==> config.mk <==
export PLATFORM = sky130hd
export DESIGN_NAME = regstack_lifo
export DESIGN_NICKNAME = d
export VERILOG_FILES = /design/src/rtl/regstack_pkg.sv /design/src/rtl/regstack_req_dec.sv /design/src/rtl/regstack_ptr.sv /design/src/rtl/regstack_store.sv /design/src/rtl/regstack_lifo.sv
export SDC_FILE = /design/constraint.sdc
export NUM_CORES = 1
export LEC_CHECK = 0
export ABC_AREA = 1
export BUFFER_PORTS_ARGS = -buffer_cell sky130_fd_sc_hd__buf_2
export CAP_MARGIN = 20
export CORE_MARGIN = 1
export CORE_UTILIZATION = 66
export DETAILED_ROUTE_END_ITERATION = 12
export PLACE_DENSITY_LB_ADDON = 0.08
export SLEW_MARGIN = 20
export SYNTH_ARGS = -nofsm -noshare
export SYNTH_HDL_FRONTEND = slang
export SYNTH_SLANG_ARGS = --single-unit
==> constraint.sdc <==
create_clock -name clk -period 3.4 [get_ports clk]
set_input_delay 0.17 -clock clk [delete_from_list [all_inputs] [get_ports clk]]
set_output_delay 0.17 -clock clk [all_outputs]
set_load 0.1 [all_outputs]
==> src/rtl/regstack_pkg.sv <==
package regstack_pkg;
  typedef enum logic [1:0] {
    STK_IDLE = 2'd0,
    STK_PUSH = 2'd1,
    STK_POP  = 2'd2,
    STK_BAD  = 2'd3
  } stk_op_e;
endpackage

==> src/rtl/regstack_req_dec.sv <==
module regstack_req_dec
  import regstack_pkg::*;
(
  input  logic    push_i,
  input  logic    pop_i,
  input  logic    full_i,
  input  logic    empty_i,
  output stk_op_e op_o,
  output logic    reject_o
);
  always_comb begin
    op_o = STK_IDLE;
    unique case ({push_i, pop_i})
      2'b11:   op_o = STK_BAD;
      2'b10:   op_o = full_i  ? STK_BAD : STK_PUSH;
      2'b01:   op_o = empty_i ? STK_BAD : STK_POP;
      default: op_o = STK_IDLE;
    endcase
  end

  assign reject_o = (op_o == STK_BAD);
endmodule

==> src/rtl/regstack_ptr.sv <==
module regstack_ptr
  import regstack_pkg::*;
#(
  parameter int ADDR_W = 6
) (
  input  logic              clk,
  input  logic              rst_n,
  input  stk_op_e           op_i,
  output logic [ADDR_W-1:0] sp_o,
  output logic [ADDR_W-1:0] sp_up_o,
  output logic              full_o,
  output logic              empty_o
);
  function automatic logic [ADDR_W-1:0] ptr_up(input logic [ADDR_W-1:0] p);
    return p + {{(ADDR_W-1){1'b0}}, 1'b1};
  endfunction

  function automatic logic [ADDR_W-1:0] ptr_down(input logic [ADDR_W-1:0] p);
    return p - {{(ADDR_W-1){1'b0}}, 1'b1};
  endfunction

  logic [ADDR_W-1:0] sp_q;
  logic [ADDR_W-1:0] sp_up;
  logic [ADDR_W-1:0] sp_dn;
  logic              full_q;
  logic              empty_q;

  assign sp_up = ptr_up(sp_q);
  assign sp_dn = ptr_down(sp_q);

  always_ff @(posedge clk or negedge rst_n) begin
    if (!rst_n) begin
      sp_q    <= '0;
      full_q  <= 1'b0;
      empty_q <= 1'b1;
    end else begin
      unique case (op_i)
        STK_PUSH: begin
          sp_q    <= sp_up;
          full_q  <= (sp_up == '0);
          empty_q <= 1'b0;
        end
        STK_POP: begin
          sp_q    <= sp_dn;
          empty_q <= (sp_dn == '0);
          full_q  <= 1'b0;
        end
        default: ;
      endcase
    end
  end

  assign sp_o    = sp_q;
  assign sp_up_o = sp_up;
  assign full_o  = full_q;
  assign empty_o = empty_q;
endmodule

==> src/rtl/regstack_store.sv <==
module regstack_store
  import regstack_pkg::*;
#(
  parameter int DATA_W = 8,
  parameter int ADDR_W = 6
) (
  input  logic              clk,
  input  logic              rst_n,
  input  stk_op_e           op_i,
  input  logic [ADDR_W-1:0] rd_addr_i,
  input  logic [ADDR_W-1:0] wr_addr_i,
  input  logic [DATA_W-1:0] wr_data_i,
  output logic [DATA_W-1:0] dr_o
);
  localparam int DEPTH = 1 << ADDR_W;

  logic [DATA_W-1:0] word_q [DEPTH];
  logic [DATA_W-1:0] dr_q;
  logic              wr_en;

  assign wr_en = (op_i == STK_PUSH);

  for (genvar g = 0; g < DEPTH; g++) begin : g_word
    logic sel;
    assign sel = wr_en && (wr_addr_i == ADDR_W'(g));
    always_ff @(posedge clk) begin
      if (sel) word_q[g] <= wr_data_i;
    end
  end

  always_ff @(posedge clk or negedge rst_n) begin
    if (!rst_n) begin
      dr_q <= '0;
    end else begin
      unique case (op_i)
        STK_PUSH: dr_q <= wr_data_i;
        STK_POP:  dr_q <= word_q[rd_addr_i];
        default:  ;
      endcase
    end
  end

  assign dr_o = dr_q;
endmodule

==> src/rtl/regstack_lifo.sv <==
module regstack_lifo
  import regstack_pkg::*;
#(
  parameter int DATA_W = 8,
  parameter int ADDR_W = 6
) (
  input  logic              clk,
  input  logic              rst_n,
  input  logic              push_i,
  input  logic              pop_i,
  input  logic [DATA_W-1:0] wr_data_i,
  output logic [DATA_W-1:0] rd_data_o,
  output logic [ADDR_W-1:0] sp_o,
  output logic              full_o,
  output logic              empty_o,
  output logic              err_o
);
  stk_op_e           op;
  logic              reject;
  logic [ADDR_W-1:0] sp;
  logic [ADDR_W-1:0] sp_up;
  logic              full;
  logic              empty;
  logic              err_q;

  regstack_req_dec u_dec (
    .push_i   (push_i),
    .pop_i    (pop_i),
    .full_i   (full),
    .empty_i  (empty),
    .op_o     (op),
    .reject_o (reject)
  );

  regstack_ptr #(.ADDR_W(ADDR_W)) u_ptr (
    .clk     (clk),
    .rst_n   (rst_n),
    .op_i    (op),
    .sp_o    (sp),
    .sp_up_o (sp_up),
    .full_o  (full),
    .empty_o (empty)
  );

  regstack_store #(.DATA_W(DATA_W), .ADDR_W(ADDR_W)) u_store (
    .clk       (clk),
    .rst_n     (rst_n),
    .op_i      (op),
    .rd_addr_i (sp),
    .wr_addr_i (sp_up),
    .wr_data_i (wr_data_i),
    .dr_o      (rd_data_o)
  );

  always_ff @(posedge clk or negedge rst_n) begin
    if (!rst_n) err_q <= 1'b0;
    else        err_q <= reject;
  end

  assign sp_o    = sp;
  assign full_o  = full;
  assign empty_o = empty;
  assign err_o   = err_q;
endmodule

Word-level counts from Yosys, hierarchy flattened

Memories as Yosys holds them, arrays and structs flattened.
Index checks and enable logic that the tools add are counted.
W data, S select, Z words.

$add $sub $neg: 2
Equal/unequal tests: 69
Multiplexer cells: 324
Reduce and logical (&&, ||, !) cells: 130

Operator list:

| operator              | number |
|---|---|
| $mux W8               | 63 |
| $reduce_or A8 Y1      | 63 |
| $mux W6               | 63 |
| $eq A6 B6 Y1 const B  | 32 |
| $mux W1               | 192 |
| $eq A6 B5 Y1 const B  | 16 |
| $logic_and A1 B1 Y1   | 64 |
| $eq A6 B4 Y1 const B  | 8 |
| $eq A6 B3 Y1 const B  | 4 |
| $pmux W8 S2           | 1 |
| $eq A6 B2 Y1 const B  | 2 |
| $logic_not A6 Y1      | 2 |
| $pmux W6 S2           | 1 |
| $eq A2 B2 Y1 const B  | 4 |
| $add A6 B1 Y6 const B | 1 |
| $eq A6 B1 Y1 const B  | 1 |
| $pmux W2 S3           | 1 |
| $sub A6 B1 Y6 const B | 1 |
| $eq A2 B1 Y1 const B  | 2 |
| $pmux W1 S2           | 2 |
| $mux W2               | 1 |
| $reduce_bool A2 Y1    | 1 |

Register bits: 17
Bits in writable memories: 512
Output and inout bits: 17
Word-level logic and storage cells: 531
Memories: 1

Memory list:

| memory         | words | width | read ports | clocked after memory_dff | write ports | RTL line             | source |
|---|---|---|---|---|---|---|---|
| u_store.word_q | 64    | 8     | 1          | 0                        | 1           | regstack_store.sv:17 | `logic [DATA_W-1:0] word_q [DEPTH];` |

Longest topological paths before layout

Depth after elaboration: 70
Mapped depth: 13
Gate-level depth less buffers: 11

By module

Synthesis repeated with hierarchy kept, for this count alone.

Cells, all modules: 1967
Area total of the unflattened synthesis: 22236.3 µm²

Modules (own cells, without submodules):

| module           | instances | cells each | area an instance (µm²) |
|---|---|---|---|
| regstack_store   | 1         | 1867       | 21545.7 |
| regstack_ptr     | 1         | 91         | 630.6 |
| regstack_req_dec | 1         | 8          | 35.0 |
| regstack_lifo    | 1         | 1          | 25.0 |

Least setup slack after synthesis

OpenSTA, ideal clock, no wires.

Kind: flip-flop to flip-flop
From: reg u_ptr.sp_q[2], in the netlist u_ptr.sp_o[2]
To: mem u_store.word_q[10][0], enable pin
Library setup time: 0.370 ns
Data arrival time: 2.453 ns
Required time: 3.030 ns
Slack: 0.577 ns
Stages on the path, launching flop included: 11
Path buffers: 2
Path through: dfrtp_1 -> buf_2 -> nand3_2 -> nor2_1 -> nand2_1 -> xor2_1 -> inv_1 -> nor2_2 -> inv_2 -> buf_2 -> nor2_1

Elaborated cells between the ends (all ways): 446

RTL lines:

| item                                                        | RTL line             | source |
|---|---|---|
| start, declared                                             | regstack_ptr.sv:22   | `logic [ADDR_W-1:0] sp_q;` |
| start signal, assigned                                      | regstack_ptr.sv:39   | `sp_q <= sp_up;` |
| start signal, assigned                                      | regstack_ptr.sv:44   | `sp_q <= sp_dn;` |
| $add A6 B1 Y6 (*)                                           | regstack_ptr.sv:15   | `return p + {{(ADDR_W-1){1'b0}}, 1'b1};` |
| $eq A6 B4 Y1 (*)                                            | regstack_store.sv:25 | `assign sel = wr_en && (wr_addr_i == ADDR_W'(g));` |
| $logic_and A1 B1 Y1 (*)                                     | regstack_store.sv:25 |  |
| net u_store.g_word[10].sel                                  | regstack_store.sv:24 | `logic sel;` |
| $mux W1 (*)                                                 | regstack_store.sv:27 | `if (sel) word_q[g] <= wr_data_i;` |
| $mux W1 (not written as such) (*)                           | regstack_store.sv:27 |  |
| $reduce_or A8 Y1 (no line)                                  | --                   |  |
| $mux W6 (no line) or $mux W1 (tied branches) (54 in series) | --                   |  |
| end, declared                                               | regstack_store.sv:17 |  |

Mark *: on every way through the listed nets, which the timed path passes. The rest lies on a longest branch.

Final worst setup path

From: reg u_ptr.sp_q[3], in the netlist u_ptr.sp_o[3]
To: mem u_store.word_q[14][2], enable pin

Elaborated cells between the ends (all ways): 446

RTL lines:

| item                                                        | RTL line |
|---|---|
| $add A6 B1 Y6 (*)                                           | regstack_ptr.sv:15 |
| $eq A6 B4 Y1 (*)                                            | regstack_store.sv:25 |
| $logic_and A1 B1 Y1 (*)                                     | regstack_store.sv:25 |
| net u_store.g_word[14].sel                                  | regstack_store.sv:24 |
| $mux W1 (*)                                                 | regstack_store.sv:27 |
| $mux W1 (not written as such) (*)                           | regstack_store.sv:27 |
| $reduce_or A8 Y1 (no line)                                  | -- |
| $mux W6 (no line) or $mux W1 (tied branches) (50 in series) | -- |

Marks and branches as above.

==> results_dict.tcl <==
set metrics [dict create \
    worstReg2RegStart "u_ptr.sp_o[3]" \
    resized_gates_after_cts 0 \
    routabilityCongestion 1.022 \
    synth_largest_area_cell "sky130_fd_sc_hd__edfxtp_1" \
    status "completed" \
    placementRows 68 \
    hold_path_class "input port to flop" \
    via_count 16210 \
    nets 2341 \
    worst_skew_late_latency_ps 600 \
    grt_first_pass_wirelength_um 89370 \
    drv_slew 0 \
    holdCritStartpoint "push_i" \
    postSynthNetCount 2288 \
    flow.area_growth_from_synthesis_pct 9.725 \
    dr.first_iter.drc_count 1822 \
    fin_crit_sh_pct 78.67 \
    overflow 0 \
    die_area_um2 36390 \
    multi_input_area_um2 5997 \
    ys_seq_area_share_pct 67.19 \
    slew_headroom_pct 35.48 \
    worstSetupStartpoint "u_ptr.sp_o[3]" \
    finalNonFillerCells 2809 \
    number_of_storage_elements_in_the_synthesis_netlist 529 \
    core-area_um2 34800 \
    vdd_ir_drop_max_v 0.0007105 \
    tightestPinTransition_ps 967.9 \
    worst-path-max-fanout 19 \
    finalSetupViolCount 0 \
    num_antenna_cells 0 \
    tritoncts "built" \
    floorplan.die.height_um 190.8 \
    max_capacitance_violation_count 0 \
    ant_nets 0 \
    yosys.cell_count.top_type "sky130_fd_sc_hd__nand2_1" \
    place.detailed.instances 2721 \
    post_route_cells_drive_above_1_share_pct 9.601 \
    cts_root_buffer "sky130_fd_sc_hd__clkbuf_16" \
    share_of_flip_flops_with_an_asynchronous_set_or_reset_pct 3.214 \
    synth.area.top_cells "sky130_fd_sc_hd__edfxtp_1 65%, sky130_fd_sc_hd__nand2_1 14%, sky130_fd_sc_hd__nand3_1 5.3%, sky130_fd_sc_hd__inv_1 4.2%, sky130_fd_sc_hd__dfrtp_1 1.7%" \
    drt_drc_violations_left 0 \
    grt.total_usage_pct 33.33 \
    finalClockSkew_ps 39.55 \
    synth_largest_type_area_fraction_pct 65.38 \
    crit_type "flop to flop" \
    grt_start_max_net_pins 201 \
    drtPass1Iterations 6 \
    ys.flop_type "sky130_fd_sc_hd__edfxtp_1" \
    cts-htree-levels 2 \
    drt-wirelength-per-cell_um 20.88 \
    clock_sinks 529 \
    powerDensity_nw_per_um2 746.8 \
    rsz0062_at_grt "no" \
    post_synth_most_frequent_cells "858 x sky130_fd_sc_hd__nand2_1, 512 x sky130_fd_sc_hd__edfxtp_1, 264 x sky130_fd_sc_hd__inv_1, 249 x sky130_fd_sc_hd__nand3_1, 87 x sky130_fd_sc_hd__nor2_1" \
    nFillCells 2404 \
    initial_core_util_pct 67.58 \
    synth_edf_count 512 \
    synthCells 2266 \
    end_kind "flop" \
    port_buffers 28 \
    path_clk_slew_ps 70 \
    ys_warn_count 0 \
    die_w_um 190.8 \
    total_leakage_power_nw 10.80 \
    report.final.hold_viol_count 0 \
    holdWs_ps 46.92 \
    worst_ep_required_time_ps 3600 \
    clock.fmax_mhz 373.8 \
    seqCellArea_um2 15810 \
    io_pins 29 \
    timing.setup.tns_ps 0 \
    wl_um 58660 \
    post-cts-setup-buffer-count 0 \
    cp_data_arrival_time_ps 2880 \
    antenna_found_initial 0 \
    cts-hold-fix-buffers 1 \
    detail_route.vias_per_cell 5.771 \
    grt_pass1_vias 16000 \
    syn-mean-instance-area_um2 10.38 \
    dpl_hpwl_um 34790 \
    critical_path.startpoint_type "flop" \
    ctsLongestPathBuffers 3 \
    period_minus_slack_ps 2675 \
    cts_inserted_buffers 50 \
    synth_cell_type_count 32 \
    mappedNetlistArea_um2 23520 \
]
-- through the flow --
stage	cell area [um2]	setup WS [ps]	utilization [%]	power, mW
final	25800	725.1	74.16	19.27
after global routing	25800	547.9	74.16	20.05
after CTS	25800	744.5	74.16	19.19
after detailed placement	24290	804.2	69.79	13.97
after global placement	24290	821.9	69.79	13.88
after floorplan	23520	577.2	-	12.18
-- state kept, by name, indices dropped and copies added, names as in the netlist --
| name | count |
|---|---|
| err_o | 1 |
| u_ptr.empty_o | 1 |
| u_ptr.full_o | 1 |
| u_ptr.sp_o | 6 |
| u_store.dr_o | 8 |
| u_store.word_q | 512 |
-- path summary, 6_finish.rpt --
kind / to / slack (ps) / cells after the start
setup / recovery: u_store.word_q[14][2] / 730 / 9
hold / removal: err_o / 50 / 4
setup reg to reg: u_store.word_q[14][2] / 730 / 9
hold reg to reg: u_ptr.empty_o / 530 / 2
max in group asynchronous: u_ptr.sp_o[0] / 2900 / 2
min in group asynchronous: u_store.dr_o[2] / 90 / 2
-- cells by family (layout without fill, tap and decap cells) --
kind of cell | count (synthesis) | after routing | synth area share [%]
buf+inv | 389 | 477 | 7.310
xor+xnor | 7 | 7 | 0.2607
flops | 529 | 529 | 67.19
fa+ha+maj | 10 | 10 | 0.5320
compound gates | 82 | 82 | 2.836
simple gates | 1249 | 1249 | 21.87
-- layout by cell type (no fill, tap or decap), types with 2 or more instances in the layout --
cell / count
sky130_fd_sc_hd__nand3_1: 249
sky130_fd_sc_hd__buf_4: 87
sky130_fd_sc_hd__clkinv_1: 18
sky130_fd_sc_hd__nand4_1: 2
sky130_fd_sc_hd__ha_1: 10
sky130_fd_sc_hd__nor2_1: 87
sky130_fd_sc_hd__dfrtp_4: 2
sky130_fd_sc_hd__xor2_1: 6
sky130_fd_sc_hd__clkbuf_1: 7
sky130_fd_sc_hd__bufinv_16: 3
sky130_fd_sc_hd__inv_4: 3
sky130_fd_sc_hd__edfxtp_1: 512
sky130_fd_sc_hd__inv_1: 263
sky130_fd_sc_hd__a22oi_1: 8
sky130_fd_sc_hd__nand2_1: 858
sky130_fd_sc_hd__clkbuf_16: 51
sky130_fd_sc_hd__nor2_2: 2
sky130_fd_sc_hd__inv_2: 2
sky130_fd_sc_hd__o211ai_2: 30
sky130_fd_sc_hd__buf_12: 5
sky130_fd_sc_hd__buf_2: 28
sky130_fd_sc_hd__or2_0: 48
sky130_fd_sc_hd__o21ai_0: 23
sky130_fd_sc_hd__dfrtp_1: 13
sky130_fd_sc_hd__a21oi_1: 16
sky130_fd_sc_hd__clkinv_2: 7
sky130_fd_sc_hd__o211ai_1: 3
-- layout make-up --
class,instances,share of cell area [%]
repair buffers,121,3.501
clock buffers,58,5.048
well taps,455,2.206
flip-flops and latches,529,61.27
inverters,269,3.942
multi-input cells,1348,23.24
clock inverters,29,0.7952
-- metal layers --
metal | global-route usage, % | up-vias | part of all wire (%)
met5 | 0 | - | 0
met4 | 14.98 | 0 | 4.3
met3 | 5.705 | 169 | 8.8
met2 | 52.83 | 829 | 47
met1 | 45.55 | 7739 | 40
li1 | - | 7474 | -
-- report_power, final --
part	switching (mW)	leakage (nW)	internal, mW
combinational	4.81	5.26	1.66
clock	2.33	0.738	2.94
sequential	0.177	4.81	7.34
-- critical path, cell delays in order, from the launching register on --
cell,delay [ps]
sky130_fd_sc_hd__dfrtp_1,380
sky130_fd_sc_hd__buf_4,200
sky130_fd_sc_hd__inv_4,240
sky130_fd_sc_hd__nor2_1,90
sky130_fd_sc_hd__nand2_1,80
sky130_fd_sc_hd__xor2_1,250
sky130_fd_sc_hd__inv_1,120
sky130_fd_sc_hd__nor2_2,150
sky130_fd_sc_hd__inv_2,190
sky130_fd_sc_hd__nor2_1,600
Power figures use the tool's default switching activity.
